`src/rtl/cmp_timer_pkg.sv`:
```
package cmp_timer_pkg;
   typedef enum logic [0:0] {
      MODE_FREE  = 1'b0,
      MODE_CLEAR = 1'b1
   } tmr_mode_e;

   localparam int FLG_OVF = 0;
   localparam int FLG_CMP = 1;
   localparam int NUM_FLG = 2;
endpackage

```
`src/rtl/cmp_timer_regs.sv`:
```
module cmp_timer_regs #(
   parameter int BYTE_W  = 8,
   parameter bit WIDE_EN = 1'b1,
   localparam int CNT_W  = 2 * BYTE_W
) (
   input  logic              clk,
   input  logic              rst_n,
   input  logic              wide_i,
   input  logic              wr_lo_i,
   input  logic              wr_hi_i,
   input  logic [BYTE_W-1:0] wr_data_i,
   output logic [CNT_W-1:0]  top_o
);
   logic [BYTE_W-1:0] lo_q;
   logic [BYTE_W-1:0] hi_q;

   always_ff @(posedge clk) begin
      if (!rst_n)       lo_q <= '0;
      else if (wr_lo_i) lo_q <= wr_data_i;
   end

   generate
      if (WIDE_EN) begin : g_hi_reg
         always_ff @(posedge clk) begin
            if (!rst_n)       hi_q <= '0;
            else if (wr_hi_i) hi_q <= wr_data_i;
         end
      end else begin : g_hi_none
         assign hi_q = '0;
      end
   endgenerate

   // Upper byte of TOP only counts in the joined mode.
   assign top_o = wide_i ? {hi_q, lo_q} : {{BYTE_W{1'b0}}, lo_q};

   assert_narrow_top_R10: assert property (@(posedge clk) disable iff (!rst_n)
      !wide_i |-> top_o[CNT_W-1:BYTE_W] == '0);
endmodule

```
`src/rtl/cmp_timer_core.sv`:
```
module cmp_timer_core
   import cmp_timer_pkg::*;
#(
   parameter int BYTE_W = 8,
   localparam int CNT_W = 2 * BYTE_W
) (
   input  logic             clk,
   input  logic             rst_n,
   input  logic             tick_i,
   input  logic             wide_i,
   input  logic             clr_i,
   input  logic             wr_i,
   input  logic [CNT_W-1:0] wr_data_i,
   input  logic [CNT_W-1:0] top_i,
   output logic [CNT_W-1:0] cnt_o,
   output logic             ovf_set_o,
   output logic             cmp_set_o
);
   localparam logic [CNT_W-1:0] MAX_WIDE   = {CNT_W{1'b1}};
   localparam logic [CNT_W-1:0] MAX_NARROW = {{BYTE_W{1'b0}}, {BYTE_W{1'b1}}};

   tmr_mode_e        mode;
   logic [CNT_W-1:0] cnt_q;
   logic [CNT_W-1:0] cur;
   logic [CNT_W-1:0] max_val;
   logic [CNT_W-1:0] load_val;
   logic [CNT_W-1:0] nxt;
   logic             step;
   logic             hit;
   logic             at_max;

   assign mode     = tmr_mode_e'(clr_i);
   assign cur      = wide_i ? cnt_q : {{BYTE_W{1'b0}}, cnt_q[BYTE_W-1:0]};
   assign max_val  = wide_i ? MAX_WIDE : MAX_NARROW;
   assign load_val = wide_i ? wr_data_i : {{BYTE_W{1'b0}}, wr_data_i[BYTE_W-1:0]};
   assign step     = tick_i && !wr_i;
   assign hit      = (cur == top_i);
   assign at_max   = (cur == max_val);

   always_comb begin
      nxt = cnt_q;
      if (wr_i)                              nxt = load_val;
      else if (step) begin
         if (mode == MODE_CLEAR && hit)      nxt = '0;
         else if (at_max)                    nxt = '0;
         else                                nxt = cur + 1'b1;
      end
   end

   always_ff @(posedge clk) begin
      if (!rst_n) cnt_q <= '0;
      else        cnt_q <= nxt;
   end

   assign cnt_o     = cnt_q;
   assign ovf_set_o = step && at_max;
   assign cmp_set_o = step && hit;

   assert_hold_R2: assert property (@(posedge clk) disable iff (!rst_n)
      (!tick_i && !wr_i) |=> $stable(cnt_o));
   assert_wrap_R3: assert property (@(posedge clk) disable iff (!rst_n)
      (tick_i && !wr_i && cnt_o == MAX_WIDE && wide_i) |=> cnt_o == '0);
   assert_clear_top_R4: assert property (@(posedge clk) disable iff (!rst_n)
      (tick_i && !wr_i && clr_i && cur == top_i) |=> cnt_o == '0);
   assert_load_R9: assert property (@(posedge clk) disable iff (!rst_n)
      wr_i |=> cnt_o[BYTE_W-1:0] == $past(wr_data_i[BYTE_W-1:0]));
   assert_upper_zero_R10: assert property (@(posedge clk) disable iff (!rst_n)
      (!wide_i && (tick_i || wr_i)) |=> cnt_o[CNT_W-1:BYTE_W] == '0);
endmodule

```
`src/rtl/cmp_timer_flag.sv`:
```
module cmp_timer_flag (
   input  logic clk,
   input  logic rst_n,
   input  logic set_i,
   input  logic clr_i,
   output logic flag_o
);
   logic flag_q;

   always_ff @(posedge clk) begin
      if (!rst_n)     flag_q <= 1'b0;
      else if (set_i) flag_q <= 1'b1;
      else if (clr_i) flag_q <= 1'b0;
   end

   assign flag_o = flag_q;

   // Set beats acknowledge (R7 for overflow, R8 for compare).
   assert_set_wins_R7: assert property (@(posedge clk) disable iff (!rst_n)
      set_i |=> flag_o);
   assert_ack_clears_R8: assert property (@(posedge clk) disable iff (!rst_n)
      (clr_i && !set_i) |=> !flag_o);
   assert_sticky_R7: assert property (@(posedge clk) disable iff (!rst_n)
      (flag_o && !clr_i) |=> flag_o);
endmodule

```
`src/rtl/cmp_timer.sv`:
```
module cmp_timer
   import cmp_timer_pkg::*;
#(
   parameter int BYTE_W  = 8,
   parameter bit WIDE_EN = 1'b1,
   localparam int CNT_W  = 2 * BYTE_W
) (
   input  logic              clk,
   input  logic              rst_n,
   input  logic              tick_en,
   input  logic              wide_mode,
   input  logic              clr_on_cmp,
   input  logic              wr_cnt,
   input  logic [CNT_W-1:0]  wr_cnt_data,
   input  logic              wr_cmp_lo,
   input  logic              wr_cmp_hi,
   input  logic [BYTE_W-1:0] wr_cmp_data,
   input  logic              ovf_ack,
   input  logic              cmp_ack,
   output logic [CNT_W-1:0]  count,
   output logic              ovf_flag,
   output logic              cmp_flag,
   output logic              cmp_pulse
);
   initial begin
      if (BYTE_W < 2)  $error("cmp_timer: BYTE_W must be at least 2");
      if (BYTE_W > 32) $error("cmp_timer: BYTE_W must not exceed 32");
   end

   logic               wide_eff;
   logic [CNT_W-1:0]   top_val;
   logic               ovf_set;
   logic               cmp_set;
   logic               pulse_q;
   logic [NUM_FLG-1:0] flg_set;
   logic [NUM_FLG-1:0] flg_clr;
   logic [NUM_FLG-1:0] flg_q;

   generate
      if (WIDE_EN) begin : g_wide
         assign wide_eff = wide_mode;
      end else begin : g_narrow
         assign wide_eff = 1'b0;
      end
   endgenerate

   cmp_timer_regs #(.BYTE_W(BYTE_W), .WIDE_EN(WIDE_EN)) u_regs (
      .clk       (clk),
      .rst_n     (rst_n),
      .wide_i    (wide_eff),
      .wr_lo_i   (wr_cmp_lo),
      .wr_hi_i   (wr_cmp_hi),
      .wr_data_i (wr_cmp_data),
      .top_o     (top_val)
   );

   cmp_timer_core #(.BYTE_W(BYTE_W)) u_core (
      .clk       (clk),
      .rst_n     (rst_n),
      .tick_i    (tick_en),
      .wide_i    (wide_eff),
      .clr_i     (clr_on_cmp),
      .wr_i      (wr_cnt),
      .wr_data_i (wr_cnt_data),
      .top_i     (top_val),
      .cnt_o     (count),
      .ovf_set_o (ovf_set),
      .cmp_set_o (cmp_set)
   );

   assign flg_set[FLG_OVF] = ovf_set;
   assign flg_clr[FLG_OVF] = ovf_ack;
   assign flg_set[FLG_CMP] = cmp_set;
   assign flg_clr[FLG_CMP] = cmp_ack;

   generate
      for (genvar f = 0; f < NUM_FLG; f++) begin : g_flag
         cmp_timer_flag u_flag (
            .clk    (clk),
            .rst_n  (rst_n),
            .set_i  (flg_set[f]),
            .clr_i  (flg_clr[f]),
            .flag_o (flg_q[f])
         );
      end
   endgenerate

   always_ff @(posedge clk) begin
      if (!rst_n) pulse_q <= 1'b0;
      else        pulse_q <= cmp_set;
   end

   assign ovf_flag  = flg_q[FLG_OVF];
   assign cmp_flag  = flg_q[FLG_CMP];
   assign cmp_pulse = pulse_q;

   assert_pulse_flag_R5: assert property (@(posedge clk) disable iff (!rst_n)
      cmp_pulse |-> cmp_flag);
   assert_pulse_single_R5: assert property (@(posedge clk) disable iff (!rst_n)
      (cmp_pulse && !tick_en) |=> !cmp_pulse);
   assert_load_quiet_R9: assert property (@(posedge clk) disable iff (!rst_n)
      wr_cnt |=> !cmp_pulse);
endmodule

```
`config.mk`:
```
export PLATFORM = sky130hd
export DESIGN_NAME = cmp_timer
export DESIGN_NICKNAME = d
export VERILOG_FILES = /design/src/rtl/cmp_timer_pkg.sv /design/src/rtl/cmp_timer_regs.sv /design/src/rtl/cmp_timer_core.sv /design/src/rtl/cmp_timer_flag.sv /design/src/rtl/cmp_timer.sv
export SDC_FILE = /design/constraint.sdc
export NUM_CORES = 1
export LEC_CHECK = 0
export BUFFER_PORTS_ARGS = -buffer_cell sky130_fd_sc_hd__buf_2
export CORE_ASPECT_RATIO = 1.25
export CORE_MARGIN = 1
export CORE_UTILIZATION = 30
export DETAILED_ROUTE_END_ITERATION = 12
export SLEW_MARGIN = 20
export SYNTH_ARGS = -nofsm -noshare
export SYNTH_HDL_FRONTEND = slang
export SYNTH_SLANG_ARGS = --single-unit
```
`constraint.sdc`:
```
create_clock -name clk -period 2.64 [get_ports clk]
set_input_delay 0.528 -clock clk [delete_from_list [all_inputs] [get_ports clk]]
set_output_delay 0.528 -clock clk [all_outputs]
set_load 0.01 [all_outputs]
```
### After elaboration in Yosys (flattened, before gate mapping)

Cells that the tools add are included.

| word-level totals | value |
|---|---|
| register bits | 35 |
| logic and storage cells | 29 |
| output and inout bits | 19 |
| input port bits | 34 |

| cells by class | value |
|---|---|
| mux-type cells | 12 |
| reduce and logical (&&, ||, !) cells | 8 |
| add/sub/neg operators | 1 |
| equal/unequal tests | 2 |

Operators with widths:

| operator | count |
|---|---|
| $mux 16 | 8 |
| $eq 16x16->1 | 2 |
| $add 16x1->16 const B | 1 |
| $reduce_bool 2->1 | 3 |
| $logic_and 1x1->1 | 4 |
| $mux 1 | 4 |
| $logic_not 1->1 | 1 |

### Depth between registers and ports, before layout

| depth | value |
|---|---|
| depth in word-level cells | 6 |
| gate-level depth with buffers | 7 |
| mapped depth without buffers | 6 |

### Modules after synthesis

From an unflattened synthesis, not the netlist that was laid out.

| second synthesis, totals | value |
|---|---|
| cell total of the unflattened synthesis | 237 |
| area, all modules | 2087.0 um^2 |

By module, submodules not included:

| module | cells an instance | sequential area each (um^2) | times used | area an instance (um^2) |
|---|---|---|---|---|
| cmp_timer_core | 170 | 320.3 | 1 | 1320.0 |
| cmp_timer_regs | 59 | 320.3 | 1 | 658.1 |
| cmp_timer_flag | 3 | 20.0 | 2 | 41.3 |
| cmp_timer | 2 | 20.0 | 1 | 26.3 |

### Worst setup path before layout

No wires, ideal clock.

| timing | value |
|---|---|
| path kind | register to register |
| start point | register u_core.cnt_q[0] (netlist: u_core.cnt_o[0]) |
| end point | register u_core.cnt_q[15] (netlist: u_core.cnt_o[15]) |
| data required time | 2.504 ns |
| path buffers | 1 |
| period minus slack after synthesis | 1.674 ns |
| data arrival time | 1.538 ns |
| stages on the path, launching flop included | 8 |
| library setup time | 0.136 ns |
| slack | 0.966 ns |
| cells stage by stage | dfxtp_1 -> ha_1 -> nand3_1 -> nor2_1 -> nand2_1 -> o21ai_4 -> buf_6 -> o32ai_2 |

| on the way | value |
|---|---|
| word-level cells in the longest chain between the ends | 6 |
| elaborated cells on any way between the ends | 9 |
| those cells by class | add/sub: 1; eq/ne: 2; mux: 5; reduce/logical: 1 |

RTL lines:

| what | RTL line | text |
|---|---|---|
| start, declared | cmp_timer_core.sv:23 | `logic [CNT_W-1:0] cnt_q;` |
| start signal, assigned | cmp_timer_core.sv:52 | `else cnt_q <= nxt;` |
| $mux 16 * | cmp_timer_core.sv:33 | `assign cur = wide_i ? cnt_q : {{BYTE_W{1'b0}}, cnt_q[BYTE_W-1:0]};` |
| $add 16x1->16, or another cell as far along | cmp_timer_core.sv:46 | `else nxt = cur + 1'b1;` |
| $mux 16 or $logic_and 1x1->1 (tied branches) | cmp_timer_core.sv:45, cmp_timer_core.sv:44 |  |
| $mux 16 * | cmp_timer_core.sv:44 | `if (mode == MODE_CLEAR && hit) nxt = '0;` |
| $mux 16 * | cmp_timer_core.sv:43 | `else if (step) begin` |
| $mux 16 * | cmp_timer_core.sv:42 | `if (wr_i) nxt = load_val;` |

Every way passes the cells marked *; elsewhere a longest branch is shown, timed or not. The select of a mux whose other input is x is not followed.
A chain may end at the register's enable or synchronous reset.

### Worst setup path after layout

| timing | value |
|---|---|
| start point | register u_core.cnt_q[0] (netlist: u_core.cnt_o[0]) |
| end point | register u_core.cnt_q[12] (netlist: u_core.cnt_o[12]) |

Same word-level chain as after synthesis.

==> results.md <==
* Outcome: completed
* Post-detailed-route via-to-cell ratio at 4.91
* Worst setup EP type: register
* Nets at 290
* RSZ-0062 raised after global routing: no
* FF+latch count, synth at 35
* Number of synthesized flops with an enable pin at 0
* Placement Cell Area at ~2200 µm²
* Share of total power in combinational logic at 15.6%
* Remaining DRCs at 0
* Placed insts at 333
* Sequential fraction of the synthesis area at a little under two fifths
* Crit Path Category: reg -> reg
* Post-CTS Setup Inserts at 0
* Initial Utilization at 30.9%
* Fin worst setup slack at 0.731 ns
* Antenna Cells at 0
* Least-Margin Pin Slew at 0.570 ns
* Initial antenna violation count at 0
* Pleak at 0.971 nW
* Startpoint types: register
* Maximum fanout along the worst path at 16
* Max cap viols at 0
* Pint at 0.844 mW
* Dominant synthesized flop cell: dfxtp_1
* Finished Layout Cells at 340
* Share of cells above drive strength 1 at approximately a quarter
* Sequential share of power at 50.9%
* Peak VDD IR at ~180 µV
* Slew Limit Headroom at 62.0%
* First-pass DRT Iterations at 6
* Endpoints failing hold at 0
* Vias in the first global route at 1552
* Crit path max-delay family: simple AND/OR/NAND/NOR gates
* Clk_lat worst skew at 0.29 ns
* Number of buffers and inverters on the critical path at 0
* CP max-delay cell: dfxtp_1
* Post-route cell area at 2300 µm²
* First-pass GRT wire length at ~7900 µm
* Post-synthesis cell type count at 37
* Async S/R FF share, synth at 0%
* Die H at 91.1 µm
* Fmax at 524 MHz
* Largest net degree at the start of global routing at 36
* Setup Skew at 0.00953 ns
* Synth Instances at 210
* I/O pin count at between 50 and 60
* DR iter-0 viols at a little over 80
* Global route total overflow at 0
* Post-CTS Resized at 0
* Die X-Extent at 73.3 µm
* Crit path largest cell delay at roughly 0.44 ns
* Post-CTS Hold Buffers at 0
* Pre-CTS setup slack at 0.755 ns
* PwrDens at approximately 510 nW/µm²
* Setup tns final at 0 ns
* Routed WL at 4940 µm
* All-Layer GR Usage at 15.7%
* CP Data Required Time at 2.79 ns
* Worst path cell trace: ha_1 > nand3_1 > nor2_1 > nand2_1 > o21ai_4 > o32ai_1
* Cell area after synthesis at roughly 1900 µm²
* Avg Inst Size Synth at 9.08 µm²
* Average wire per standard cell at 14.5 µm
* P_sw at approximately 0.32 mW
* Total clock sinks at 35
* Clock-pin transition on the worst setup and hold timing paths at 0.07 ns
* Worst EP arrival at 2.06 ns
* Final core occ at 37.3%
* Endpoints failing setup at 0
* Core Area at 6170 µm²
* Area of the multi-input gates at approximately 1100 µm²
* Synthesis Warnings at 0
* Die Area at 6680 µm²
* FILL cells at 676
* Worst hold path type: in -> reg
* Register area at 701 µm²
* Cts bufs inserted at 5
* CTS tree: done
* Max Transition Viols Final at 0
* Clock Power Share at 33.5%
* Via Count at 1671
* DP HPWL at roughly 3700 µm
* Clk buf depth at 2
* Root Driver: clkbuf_8
* Number of port buffers at 52
* Final RePlAce weighted congestion at 0.771
* FP Rows at 32
* ANT nets after route at 0
* Syn Nets at ~250
* Crit share post-route at 72.3%
* Area grow syn2layout at 20.5%
* Net Sw Frac at a little over a quarter
* Minimum clock period at 1.91 ns
* CTS HTree Levels at 2
-- cell families (layout without fill, tap and decap cells) --
group                    count (synthesis)  count (layout)  synth area share (%)
AND/OR/NAND/NOR                         73              73                  21.3
AO/OA/AOI/OAI                           37              37                  14.6
flip-flops                              35              35                  36.7
XOR/XNOR                                30              30                  13.8
buffers and inverters                   18              63                  4.53
multiplexers                            16              16                  8.40
adder cells (fa/ha/maj)                  1               1                 0.656
-- flip-flops by register name, summed over array words and instances (netlist names) --
signal,cells
cmp_pulse,1
g_flag.u_flag.flag_o,2
u_regs.hi_q,8
u_regs.lo_q,8
u_core.cnt_o,16
-- cells in the mapped netlist (2+ instances only) --
master / number / share of area [%]
dfxtp_1: 35 / 37
clkbuf_2: 2 / 0.52
xnor2_1: 4 / 1.8
nand3_1: 8 / 2.1
nor2b_1: 2 / 0.66
nand2_1: 8 / 1.6
o32ai_1: 13 / 6.0
a31oi_1: 9 / 3.0
nand4_1: 7 / 2.3
a21oi_1: 8 / 2.1
buf_6: 2 / 1.2
mux2i_1: 16 / 8.4
nor3_1: 2 / 0.52
nor2_1: 20 / 3.9
nand2b_1: 2 / 0.66
nor3b_1: 14 / 5.5
xor2_1: 26 / 12
nor4_1: 4 / 1.3
clkbuf_1: 10 / 2.0
-- per-layer routing --
metal | routed length [µm] | vias to the layer above | share of wire [%] | GRT usage [%]
met5 | 0 | - | 0 | 0
met4 | 95 | 0 | 1.9 | 6.89
met3 | 190 | 7 | 3.8 | 3.55
met2 | 2320 | 38 | 47 | 23.5
met1 | 2330 | 774 | 47 | 21.4
li1 | - | 852 | - | -
-- cell usage in the layout (no fill, tap or decap), drive strengths merged --
master,n
buf,54
dfxtp,35
xor2,26
nor2,20
mux2i,16
nor3b,14
o32ai,14
a31oi,9
nand3,8
nand2,8
a21oi,8
nand4,7
clkbuf,6
nor4,5
xnor2,4
nor3,3
o21ai,3
nor2b,2
nand2b,2
clkinv,2
inv,1
a21boi,1
o22ai,1
nor4b,1
and4,1
and2,1
o21a,1
and3,1
ha,1
-- worst reg2reg max path: stages, from the launching register on --
cell and delay (ns):
dfxtp_1 0.44, ha_1 0.23, nand3_1 0.14, nor2_1 0.40, nand2_1 0.17, o21ai_4 0.23
o32ai_1 0.17
-- through the flow --
step	hold slack, ns	power (mW)
2_1_floorplan	0.481	0.719
3_3_place_gp	0.470	0.785
3_5_place_dp	0.467	0.786
4_1_cts	0.479	1.18
5_1_grt	0.485	1.22
6_report	0.482	1.16
-- power groups by stage --
stage | Clock (mW) | Combinational, mW | Sequential [mW]
after floorplan | 0 | 0.121 | 0.597
after global placement | 0 | 0.181 | 0.604
after detailed placement | 0 | 0.182 | 0.604
after CTS | 0.402 | 0.183 | 0.592
after global routing | 0.427 | 0.198 | 0.597
final | 0.390 | 0.181 | 0.592
-- layout make-up --
class,instances,share of cell area (%)
Multi-Input combinational cell,157,48.7
Sequential cell,35,30.5
Timing Repair Buffer,54,12.0
Clock buffer,6,3.59
Clock inverter,1,0.218
Inverter,2,0.327
Tap cell,85,4.63
-- final timing paths --
| check | from | to | slack (ns) | cells after the start |
|---|---|---|---|---|
| setup / recovery | u_core.cnt_o[0] | u_core.cnt_o[12] | 0.73 | 6 |
| hold / removal | wr_cnt_data[0] | u_core.cnt_o[0] | 0.48 | 3 |
| setup reg to reg | u_core.cnt_o[0] | u_core.cnt_o[12] | 0.73 | 6 |
| hold reg to reg | g_flag[0].u_flag.flag_o | g_flag[0].u_flag.flag_o | 0.49 | 2 |
Note: power is estimated with default switching activity, not from simulation.
